[src/rtl/trig_pkg.sv]
package trig_pkg;
  localparam int CODE_W = 3;

  typedef enum logic [CODE_W-1:0] {
    CND_ANY  = 3'd0,
    CND_LOW  = 3'd1,
    CND_HIGH = 3'd2,
    CND_RISE = 3'd3,
    CND_FALL = 3'd4,
    CND_CHG  = 3'd5
  } cond_e;

  // Test of one bit against its code; reserved codes pass.
  function automatic logic bit_pass(logic [CODE_W-1:0] code, logic cur,
                                    logic prv, logic prv_ok);
    logic r;
    case (code)
      CND_LOW:  r = ~cur;
      CND_HIGH: r = cur;
      CND_RISE: r = prv_ok & ~prv & cur;
      CND_FALL: r = prv_ok & prv & ~cur;
      CND_CHG:  r = prv_ok & (prv ^ cur);
      default:  r = 1'b1;
    endcase
    return r;
  endfunction

  function automatic logic is_edge_code(logic [CODE_W-1:0] code);
    return (code == CND_RISE) || (code == CND_FALL) || (code == CND_CHG);
  endfunction
endpackage

[src/rtl/trig_history.sv]
module trig_history #(
  parameter int W = 8
) (
  input  logic         clk,
  input  logic         rst_n,
  input  logic         clr,
  input  logic         load,
  input  logic [W-1:0] din,
  output logic [W-1:0] dout,
  output logic         valid
);
  always_ff @(posedge clk or negedge rst_n) begin
    if (!rst_n) begin
      dout  <= '0;
      valid <= 1'b0;
    end else if (clr) begin
      valid <= 1'b0;
    end else if (load) begin
      dout  <= din;
      valid <= 1'b1;
    end
  end
endmodule

[src/rtl/trig_bit_cell.sv]
module trig_bit_cell
  import trig_pkg::*;
(
  input  logic [CODE_W-1:0] code,
  input  logic              cur,
  input  logic              prv,
  input  logic              prv_ok,
  output logic              pass
);
  always_comb pass = bit_pass(code, cur, prv, prv_ok);
endmodule

[src/rtl/trig_eval_top.sv]
module trig_eval_top
  import trig_pkg::*;
#(
  parameter int NBITS = 8,
  localparam int CW   = NBITS * CODE_W
) (
  input  logic             clk,
  input  logic             rst_n,
  input  logic             arm,
  input  logic             smp_vld,
  input  logic [NBITS-1:0] smp_data,
  input  logic [CW-1:0]    cond_codes,
  output logic             hit
);
  logic             armed;
  logic             eval_now;
  logic             prev_ok;
  logic [NBITS-1:0] prev_smp;
  logic [NBITS-1:0] pass_vec;
  logic             all_match;

  always_ff @(posedge clk or negedge rst_n) begin
    if (!rst_n) armed <= 1'b0;
    else if (arm) armed <= 1'b1;
  end

  assign eval_now = armed & smp_vld & ~arm;

  trig_history #(.W(NBITS)) u_hist (
    .clk   (clk),
    .rst_n (rst_n),
    .clr   (arm),
    .load  (eval_now),
    .din   (smp_data),
    .dout  (prev_smp),
    .valid (prev_ok)
  );

  for (genvar i = 0; i < NBITS; i++) begin : g_cell
    trig_bit_cell u_cell (
      .code   (cond_codes[i*CODE_W +: CODE_W]),
      .cur    (smp_data[i]),
      .prv    (prev_smp[i]),
      .prv_ok (prev_ok),
      .pass   (pass_vec[i])
    );
  end

  assign all_match = &pass_vec;

  always_ff @(posedge clk or negedge rst_n) begin
    if (!rst_n) hit <= 1'b0;
    else        hit <= eval_now & all_match;
  end
endmodule

[config.mk]
export PLATFORM = sky130hd
export DESIGN_NAME = trig_eval_top
export DESIGN_NICKNAME = d
export VERILOG_FILES = /design/src/rtl/trig_pkg.sv /design/src/rtl/trig_history.sv /design/src/rtl/trig_bit_cell.sv /design/src/rtl/trig_eval_top.sv
export SDC_FILE = /design/constraint.sdc
export NUM_CORES = 1
export LEC_CHECK = 0
export BUFFER_PORTS_ARGS = -buffer_cell sky130_fd_sc_hd__buf_2
export CORE_MARGIN = 5
export CORE_UTILIZATION = 42
export DETAILED_ROUTE_END_ITERATION = 6
export HOLD_SLACK_MARGIN = 0.05
export MAX_ROUTING_LAYER = met4
export PLACE_DENSITY = 0.74
export SLEW_MARGIN = 20
export SYNTH_ARGS = -nofsm -noshare
export SYNTH_HDL_FRONTEND = slang
export SYNTH_HIERARCHICAL = 1
export SYNTH_SLANG_ARGS = --single-unit
[constraint.sdc]
create_clock -name clk -period 1.55 [get_ports clk]
set_clock_uncertainty 0.15 [all_clocks]
set_input_delay 0.31 -clock clk [delete_from_list [all_inputs] [get_ports clk]]
set_output_delay 0.31 -clock clk [all_outputs]
set_load 0.005 [all_outputs]
After elaboration in Yosys (flattened, before gate mapping)

Cells that the tools add are included.

Multiplexer cells: 10
Eq/ne operators: 40
Div/mod/pow operators: 0
$mul: 0
Shift-type cells: 0
$add $sub $neg: 0
Reduce and logical (&&, ||, !) cells: 3
Order comparisons: 0
Bitwise operators: 68

Operators with widths:

| operator           | count |
|---|---|
| $eq 3x2->1 const B | 16 |
| $eq 3x3->1 const B | 16 |
| $and 1x1->1        | 43 |
| $pmux 1 s5         | 8 |
| $eq 3x1->1 const B | 8 |
| $not 1->1          | 17 |
| $reduce_and 8->1   | 1 |
| $xor 1x1->1        | 8 |
| $mux 1             | 2 |
| $reduce_and 2->1   | 1 |
| $reduce_bool 2->1  | 1 |

ROM bits: 0
Memories: 0
Output and inout bits: 1
Bits in writable memories: 0
Bits of input ports: 36
Bits in latches: 0
Logic and storage cells: 125
Flip-flop bits (word level): 11

Longest topological paths before layout

Gate-level depths: netlist (run 1).

Word-level depth: 6
Mapped depth: 5
Gate-level depth less buffers: 5

By module

The synthesis (run 1) kept the hierarchy.

Modules (own cells, without submodules):

| module        | cells an instance | area an instance (um^2) | times used | sequential area each (um^2) |
|---|---|---|---|---|
| trig_bit_cell | 8                 | 52.6                    | 8          | 0.0 |
| trig_history  | 21                | 377.9                   | 1          | 225.2 |
| trig_eval_top | 8                 | 88.8                    | 1          | 50.0 |

Worst setup path after synthesis (run 1)

OpenSTA, ideal clock, no wires.

Kind: reg-to-reg
Start point: register u_hist.valid
End point: register hit
Path buffers: 0
Cell stages (with the launch flop): 6
Library setup time: 0.096 ns
Slack: 0.100 ns
Clock period less this slack: 1.450 ns
Data required time: 1.304 ns
Arrival time: 1.204 ns
Path through: dfrtp_1 and3b_1 a32oi_1 o211ai_1 nand4_1 nor4_2

Cells in the longest elaborated chain, start to end: 5
Elaborated cells on any way between the ends: 50
Classes of those cells: mux: 8; bitwise: 41; reduce/logical: 1

Ends and longest elaborated chain:

| element                                      | RTL line                       | text |
|---|---|---|
| start, declared                              | trig_history.sv:10             | `output logic valid` |
| start signal, assigned                       | trig_history.sv:15             | `valid <= 1'b0;` |
| start signal, assigned                       | trig_history.sv:17             | `valid <= 1'b0;` |
| start signal, assigned                       | trig_history.sv:20             | `valid <= 1'b1;` |
| $and 1x1->1 (on tied branches) (2 in series) | trig_pkg.sv:21, trig_pkg.sv:20 |  |
| $pmux 1 s5 *                                 | trig_pkg.sv:17                 | `case (code)` |
| named net pass_vec[6]                        | trig_eval_top.sv:19            | `logic [NBITS-1:0] pass_vec;` |
| $reduce_and 8->1 *                           | trig_eval_top.sv:49            | `assign all_match = &pass_vec;` |
| $and 1x1->1 *                                | trig_eval_top.sv:53            | `else hit <= eval_now & all_match;` |
| end signal, assigned                         | trig_eval_top.sv:53            |  |
| end, declared                                | trig_eval_top.sv:13            | `output logic hit` |

The timed path passes the listed nets; every way through them passes the cells marked *.
A chain may end at the register's enable or synchronous reset.

Worst setup path after layout (run 1)

Ends and elaborated chain as after synthesis.

==> results of run 1 <==
## timing repair
| item | in CTS | in global routing |
|---|---|---|
| resized for setup | 1 | 0 |
| hold endpoints to repair | 11 | 0 |
| buffers inserted | 0 | 1 |
| pin swaps | 0 | 0 |
| hold buffers | 1 | 0 |
| endpoints found under the setup margin | 1 | 9 |
## worst max-delay path by stage
stage                        startpoint             to  slack, ps
6_report       u_hist/valid$_DFFE_PN0P_  hit$_DFF_PN0_        -10
5_1_grt        u_hist/valid$_DFFE_PN0P_  hit$_DFF_PN0_       -130
4_1_cts        u_hist/valid$_DFFE_PN0P_  hit$_DFF_PN0_        -30
3_5_place_dp   u_hist/valid$_DFFE_PN0P_  hit$_DFF_PN0_        -40
3_3_place_gp   u_hist/valid$_DFFE_PN0P_  hit$_DFF_PN0_         20
2_1_floorplan  u_hist/valid$_DFFE_PN0P_  hit$_DFF_PN0_        100
## registers in the layout, indices dropped and copies added, names as in the netlist
name	flops
u_hist/valid	1
hit	1
u_hist/dout	8
armed	1
## per-layer routing
layer	track usage	routed length (um)	up-vias
met5	-	0	-
met1	0.160	963	413
met4	0.0542	29	0
li1	-	-	457
met2	0.255	1130	26
met3	0.0394	140	4
## logic make-up after synthesis
family / after synthesis
flip-flops: 11
AO/OA/AOI/OAI: 40
buffers and inverters: 1
multiplexers: 8
AND/OR/NAND/NOR: 33
## power by group
part,internal (mW),leakage (nW),switching (mW)
sequential,0.330,0.131,0.0343
combinational,0.157,0.440,0.106
clock,0.0956,0.0177,0.107
total,0.582,0.589,0.247
## cells in the mapped netlist
library cell  number  area [um^2]
nand2_1            1         3.75
o211ai_1           8         60.1
nor4_2             1         12.5
a32oi_1            8         70.1
a21bo_1            8         80.1
a21oi_1            8         40.0
mux2_4             8          120
nand4_1            2         12.5
nor2_1            19         71.3
o21ai_0            8         40.0
nor2b_4            1         13.8
or2_1              1         6.26
dfrtp_1           11          275
buf_6              1         11.3
and3b_1            8         70.1
## worst min-delay path, cell delays in order
cell and delay [ps]:
buf_2 100, nand2_1 80, nor4_2 60
## area by class of cell
class / count / area share
Multi-Input combinational cell: 81 / 0.508
Timing Repair Buffer: 42 / 0.207
Clock buffer: 3 / 0.0191
Clock inverter: 1 / 0.00424
Tap cell: 27 / 0.0286
Sequential cell: 11 / 0.233
## through the flow
stage / setup TNS [ps] / worst slack [ps] / total power [mW] / hold WS [ps]
2_1_floorplan: 0 / 99.9 / 0.511 / -136
3_3_place_gp: 0 / 19.5 / 0.608 / 33.3
3_5_place_dp: -40.2 / -37.5 / 0.623 / 37.6
4_1_cts: -31.1 / -31.1 / 0.825 / 152
5_1_grt: -132 / -129 / 0.882 / 156
6_report: -10.2 / -10.2 / 0.830 / 151
==> results.yml, run 1 <==
clocking:
  clk_latency_ps: 280
  cts_tree: "done"
  clockBufferDepth: 2
  clk_pin_slew_ps: 80
  clock-sinks: 11
  ctsHtreeMaxLevel: 1
  cts_made_buffers: 3
  cts_root_buf: "clkbuf_4"
pwr:
  total_leakage_power_nw: 0.589
  vdd_ir_drop_max_uv: 436
  power_density_nw_per_um2: 702
grt:
  overflow: 0
  grt_pass1_vias: 923
  grt_pass1_wl_mm: 3.66
  antenna_found_initial: 0
  grt_max_degree: 12
  grtUsageTotal: 0.147
setup_path:
  max_stage_delay_ps: 400
  cp_max_fo: 9
  slowest_stage: "dfrtp_1"
  cp_cell_sequence: "buf_6 > and3b_1 > a32oi_1 > o211ai_1 > nand4_1 > nor4_2"
  worst_r2r_endpoint: "hit$_DFF_PN0_"
  cp.required_ps: 1580
  worstSetupStartpointType: "register"
  r2r_cells: 6
  r2r-start: "u_hist/valid$_DFFE_PN0P_"
  crit_buf_inv: 1
  crit_family: "simple AND/OR/NAND/NOR gates"
  rrSetupSlack_ps: -10
  cp-end-kind: "register"
  crit_type: "reg2reg"
  crit_cells: 6
  cp.arrival_ps: 1590
floorplan:
  die_area_um2: 3130
  pin_count: 37
  rows: 16
  initial_core_util: 0.448
  fp.dieW_um: 56.0
  core_um2: 1980
  fp.dieH_um: 56.0
min_path:
  min_path_cells: 3
  whs_endpoint: "hit$_DFF_PN0_"
  hp-start: "smp_vld"
  hp-class: "in2reg"
placement:
  gp_congestion: 0.739
  dp_cells: 159
  dp_hpwl_mm: 1.83
  place_area_um2: 1120
  io_buffers: 36
flow_run:
  maxCapViolations: 0
drt:
  vias_per_cell: 5.45
  drc_errors: 0
  initialDrtViolationCount: 23
  ant_nets: 0
  dr.pass1.iters: 4
  routedWlPerCell_um: 13.7
  dr_total_vias: 900
  routed_wl_mm: 2.26
sta:
  hold_viol_final: 0
  rsz0062_at_grt: "true"
  fin_crit_ps: 1560
  max_freq_mhz: 641
  finalSetupViolations: 1
  worst_pin_slew_ps: 256
  drv_slew: 0
  slew_headroom: 0.829
  period_share: 1.01
  setup_ws_ps: -10.2
logic_synthesis:
  syn_area_um2: 887
  syn_inst: 93
  synth_xor_area_frac: 0
  synthMuxAreaShare: 0.135
  synthSimpleGateAreaFrac: 0.214
  synth_cell_types: 15
  yosys.area_share.adder: 0
  synth_compound_area_frac: 0.327
  synth_fp_nets: 129
  synth_top_family_by_area: "compound AO/OA/AOI/OAI gates"
  postSynthAreaPerCell_um2: 9.54
  synth_warnings: 6
  ys_ff_latch: 11
  seq_area_frac_synth: 0.310
layout:
  stdcell_count: 165
  regArea_um2: 275
  final_common_cell: "buf_2"
  drive_gt1_frac: 0.399
  multi_input_area_um2: 601
  fill_cells: 172
  fin_area_um2: 1180
  finish.utilization: 0.596
  area_delta_synth_final_pct: 33.1
  nNetsFinal: 175
  diodes: 0
  layout_common_cells: "buf_2 (36), nor2_1 (19), dfrtp_1 (11)"
run_status:
  violations: "setup timing"
  status: "finished with violations"
Note: power is estimated with default switching activity, not from simulation.
==> run 2, diff against run 1 <==
--- a/config.mk
+++ b/config.mk
@@ -6,12 +6,12 @@
 export NUM_CORES = 1
 export LEC_CHECK = 0
+export ABC_AREA = 1
 export BUFFER_PORTS_ARGS = -buffer_cell sky130_fd_sc_hd__buf_2
 export CORE_MARGIN = 5
-export CORE_UTILIZATION = 42
+export CORE_UTILIZATION = 43
 export DETAILED_ROUTE_END_ITERATION = 6
 export HOLD_SLACK_MARGIN = 0.05
 export MAX_ROUTING_LAYER = met4
-export PLACE_DENSITY = 0.74
-export SLEW_MARGIN = 20
+export PLACE_DENSITY = 0.75
 export SYNTH_ARGS = -nofsm -noshare
 export SYNTH_HDL_FRONTEND = slang
--- a/constraint.sdc
+++ b/constraint.sdc
@@ -3,3 +3,3 @@
 set_input_delay 0.31 -clock clk [delete_from_list [all_inputs] [get_ports clk]]
 set_output_delay 0.31 -clock clk [all_outputs]
-set_load 0.005 [all_outputs]
+set_load 0.02 [all_outputs]
==> run 2 against run 1 <==
Effect of this change:
- final cell count rose by 47%
- register-to-register slack improved by 240 ps
- highest routed layer unchanged
- the run now ends clean
- non-clock buffer count fell by 3
- maximum frequency rose by 18%
- largest power group unchanged
- sequential power fell by 3%
- global-route usage fell by 0.24 points
- first-iteration DRC count rose by 120%
- synthesized cell count rose by 85%
==> results.yml, run 2 <==
placement:
  dp_cells: 237
  io_buffers: 36
  gp_congestion: 0.754
  dp_hpwl_mm: 1.79
  place_area_um2: 1170
clocking:
  clock-sinks: 11
  cts_root_buf: "clkbuf_4"
  cts_made_buffers: 3
  clk_pin_slew_ps: 70
  clockBufferDepth: 2
  cts_tree: "done"
  clk_latency_ps: 270
  ctsHtreeMaxLevel: 1
logic_synthesis:
  synthArstFlopShare: 1.00
  synth_warnings: 6
  netlist_top_cells_count: "nand2_1 (79), nand3_1 (41), inv_1 (34), dfrtp_1 (11), nor2_1 (2)"
  postSynthAreaPerCell_um2: 5.53
  synth_cell_types: 10
  synth_top_cell_area_share: 0.312
  synth_edf_count: 0
  yosysTopAreaCell: "nand2_1"
  ys.flop_type: "dfrtp_1"
  synth_area_leaders: "nand2_1 (31%), dfrtp_1 (29%), nand3_1 (22%)"
  synth_fp_nets: 208
  yosysMostFrequentCell: "nand2_1"
  seq_area_frac_synth: 0.289
  ys_ff_latch: 11
  syn_inst: 172
  syn_area_um2: 951
setup_path:
  crit_type: "reg2reg"
  crit_family: "simple AND/OR/NAND/NOR gates"
  slowest_stage: "dfrtp_1"
  worstSetupStartpointType: "register"
  cp.required_ps: 1610
  cp.arrival_ps: 1380
  crit_buf_inv: 2
  cp_max_fo: 12
  max_stage_delay_ps: 340
  cp-end-kind: "register"
  cp_cell_sequence: "buf_4 > nand2_1 > inv_1 > nand3_1 > nand3_1 > nand2_1 > nor2_1 > nand2_1 > nor2_2"
  cp_common_cell: "nand2_1"
layout:
  nNetsFinal: 251
  layout_common_cells: "nand2_1 (79), nand3_1 (41), buf_2 (36)"
  multi_input_area_um2: 533
  largest-register: "u_hist/dout"
  finish.utilization: 0.556
  final_common_cell: "nand2_1"
  fill_cells: 242
  diodes: 0
  stdcell_count: 242
  area_delta_synth_final_pct: 26.8
  largest_register_ffs: 8
  fin_area_um2: 1210
  regArea_um2: 275
  drive_gt1_frac: 0.206
sta:
  hold_viol_final: 0
  finalSetupViolations: 0
  period_share: 0.852
  slew_headroom: 0.799
  setup_tns_ps: 0
  worst_pin_slew_ps: 301
  max_freq_mhz: 757
  drv_slew: 0
  rsz0062_at_grt: "false"
  fin_crit_ps: 1320
grt:
  top_usage_layer: "met2"
  met1_usage: 0.183
  met2_usage: 0.228
  grtUsageTotal: 0.145
  grt_pass1_wl_mm: 3.84
  grtUsageMet3: 0.0452
  grt_max_degree: 13
  grt_pass1_vias: 963
  overflow: 0
  antenna_found_initial: 0
pwr:
  total_leakage_power_nw: 0.803
  vdd_ir_drop_max_uv: 548
  total_power_uw: 807
  power_density_nw_per_um2: 669
floorplan:
  initial_core_util: 0.438
  fp.dieH_um: 57.0
  fp.dieW_um: 57.0
  rows: 17
  core_um2: 2170
  pin_count: 37
  die_area_um2: 3250
flow_run:
  maxCapViolations: 0
drt:
  vias_per_cell: 4.50
  ant_nets: 0
  dr.pass1.iters: 4
  drc_errors: 0
  routed_wl_mm: 2.17
  dr_total_vias: 1089
  routedWlPerCell_um: 8.97
  initialDrtViolationCount: 51
min_path:
  hp-class: "in2reg"
run_status:
  status: "completed"
[run 2: cell types whose count changed after synthesis, moves of 2 or more]
cell      previous run  this run
nor2_1              19         2
a21bo_1              8         0
nand3_1              0        41
inv_1                0        34
mux2_4               8         0
nand4_1              2         0
o211ai_1             8         0
nand2_1              1        79
and3b_1              8         0
a32oi_1              8         0
o21ai_0              8         0
a21oi_1              8         0
[run 2: cell families (layout without fill, tap and decap cells)]
family / Yosys count / after routing / synth area share
buf+inv: 36 / 78 / 0.150
flops: 11 / 11 / 0.289
simple gates: 125 / 125 / 0.561
[run 2: per-layer routing]
metal | up-vias | routed length [um] | part of all wire
li1 | 612 | - | -
met2 | 34 | 924 | 0.43
met3 | 5 | 228 | 0.11
met4 | 0 | 17 | 0.0078
met5 | - | 0 | 0
met1 | 438 | 1000 | 0.46
[run 2: path summary, 6_finish.rpt]
kind	from	end	slack [ps]	depth (start not counted)
setup / recovery	u_hist/valid$_DFFE_PN0P_	hit$_DFF_PN0_	230	9
hold / removal	arm	armed$_DFFE_PN0P_	110	2
setup reg to reg	u_hist/valid$_DFFE_PN0P_	hit$_DFF_PN0_	230	9
hold reg to reg	armed$_DFFE_PN0P_	armed$_DFFE_PN0P_	320	1
max in group asynchronous	rst_n	u_hist/dout[1]$_DFFE_PN0P_	780	2
min in group asynchronous	rst_n	u_hist/valid$_DFFE_PN0P_	270	2
[run 2: what timing repair did]
action	in CTS	in global routing
setup buffers	0	0
hold buffers	1	0
endpoints found under the hold margin	11	0
resized for setup	0	0
[run 2: report_power, final]
group          switching [mW]  internal, mW  total (mW)
Sequential             0.0284         0.325       0.353
Combinational           0.147         0.109       0.256
Clock                  0.0979        0.0999       0.198
[run 2: cell type report]
| cell class | instances | area share |
|---|---|---|
| Clock buffer | 4 | 0.0218 |
| Inverter | 35 | 0.109 |
| Multi-Input combinational cell | 125 | 0.442 |
| Sequential cell | 11 | 0.228 |
| Tap cell | 28 | 0.0290 |
| Timing Repair Buffer | 39 | 0.170 |
[run 2: through the flow]
step / worst slack (ps) / hold WS (ps)
2_1_floorplan: 255 / -136
3_3_place_gp: 182 / 40.9
3_5_place_dp: 167 / 42.1
4_1_cts: 221 / 111
5_1_grt: 79.5 / 120
6_report: 229 / 112
==> run 3, diff against run 2 <==
PLACE_DENSITY = 0.79   (was 0.75)
==> run 3 against run 2 <==
Effect of this change:
- design area unchanged
- non-clock buffer count unchanged
- sequential power about the same
- setup slack improved by 21 ps
- global-route usage increased by 0.42 points
- critical path depth unchanged
- sequential share of layout area unchanged
- largest power group unchanged
- highest routed layer unchanged
==> results.yml, run 3 (synthesized netlist as in run 2, its figures left out) <==
grt:
  met1_usage: 0.190
  grtUsageMet3: 0.0317
  top_usage_layer: "met2"
  overflow: 0
  grt_max_degree: 12
  antenna_found_initial: 0
  grtUsageTotal: 0.149
  met2_usage: 0.240
  grt_pass1_wl_mm: 3.89
  grt_pass1_vias: 969
sta:
  hold_slack_ps: 121
  drv_slew: 0
  hold_viol_final: 0
  rsz0062_at_grt: "false"
  slew_headroom: 0.789
  period_share: 0.839
  finalSetupViolations: 0
  fin_crit_ps: 1300
  worst_pin_slew_ps: 317
  setup_tns_ps: 0
  max_freq_mhz: 769
setup_path:
  crit_family: "simple AND/OR/NAND/NOR gates"
  cp-end-kind: "register"
  max_stage_delay_ps: 350
  crit_start: "u_hist/valid$_DFFE_PN0P_"
  crit_type: "reg2reg"
  crit_buf_inv: 2
  cp.required_ps: 1610
  r2r_cells: 9
  crit_cells: 9
  slowest_stage: "dfrtp_1"
  cp.arrival_ps: 1360
  r2r-start: "u_hist/valid$_DFFE_PN0P_"
  worst_r2r_endpoint: "hit$_DFF_PN0_"
  rrSetupSlack_ps: 250
  cp_cell_sequence: "buf_4 > nand2_1 > inv_1 > nand3_1 > nand3_1 > nand2_1 > nor2_1 > nand2_1 > nor2_2"
  cp_max_fo: 10
  endpoint: "hit$_DFF_PN0_"
  cp_common_cell: "nand2_1"
  worstSetupStartpointType: "register"
clocking:
  clk_latency_ps: 270
  cts_made_buffers: 3
  ctsHtreeMaxLevel: 1
  post-cts-setup-buffer-count: 0
  clk_pin_slew_ps: 80
  cts_root_buf: "clkbuf_4"
  clockBufferDepth: 2
  clock-sinks: 11
  cts_tree: "done"
floorplan:
  fp.dieH_um: 57.0
  pin_count: 37
  die_area_um2: 3250
  fp.dieW_um: 57.0
  initial_core_util: 0.438
  rows: 17
  core_um2: 2170
drt:
  ant_nets: 0
  vias_per_cell: 4.57
  initialDrtViolationCount: 31
  routed_wl_mm: 2.21
  dr_total_vias: 1105
  dr.pass1.iters: 4
  drc_errors: 0
  routedWlPerCell_um: 9.13
layout:
  layout_common_cells: "nand2_1 (79), nand3_1 (41), buf_2 (36)"
  finish.utilization: 0.556
  drive_gt1_frac: 0.206
  largest_register_ffs: 8
  nNetsFinal: 251
  largest-register: "u_hist/dout"
  final_common_cell: "nand2_1"
  diodes: 0
  area_delta_synth_final_pct: 26.8
pwr:
  vdd_ir_drop_max_uv: 465
  total_leakage_power_nw: 0.803
  power_density_nw_per_um2: 677
flow_run:
  maxCapViolations: 0
placement:
  gp_congestion: 0.802
  dp_hpwl_mm: 1.78
  io_buffers: 36
run_status:
  status: "completed"
min_path:
  hp-class: "in2reg"
-- run 3: area by class of cell --
cell class              count  area [um^2]
inverters                  35          131
multi-input cells         125          533
fillers                   245          963
clock buffers               4         26.3
flip-flops and latches     11          275
repair buffers             39          205
well taps                  28         35.0
-- run 3: how the worst min path moves through the flow --
stage          cells past startpoint  slack (ps)   from                         end
6_report                           2         120    arm           armed$_DFFE_PN0P_
5_1_grt                            2         140    arm           armed$_DFFE_PN0P_
4_1_cts                            2         120    arm           armed$_DFFE_PN0P_
3_5_place_dp                       1          50  rst_n  u_hist/dout[4]$_DFFE_PN0P_
3_3_place_gp                       1          50  rst_n  u_hist/dout[4]$_DFFE_PN0P_
2_1_floorplan                      0        -140  rst_n           armed$_DFFE_PN0P_
-- run 3: layer usage --
metal | wire, um | up-vias
met4 | 9 | 0
met1 | 1020 | 457
li1 | - | 613
met5 | 0 | -
met3 | 179 | 2
met2 | 1000 | 33
-- run 3: report_power, final --
part	switching [mW]	internal (mW)
sequential	0.0285	0.325
clock	0.106	0.0997
combinational	0.148	0.109
-- run 3: metrics by stage --
stage / setup WS, ps / instance area (um^2) / std cells / total power, mW
floorplan: 255 / 951 / 172 / 0.514
CTS: 250 / 1210 / 242 / 0.822
global placement: 175 / 1170 / 237 / 0.610
detailed placement: 155 / 1170 / 237 / 0.614
finish: 250 / 1210 / 242 / 0.816
global route: 114 / 1210 / 242 / 0.883
-- run 3: timing repair --
item	CTS	global route
gates resized for setup	0	0
endpoints found under the hold margin	11	0
hold buffers	1	0
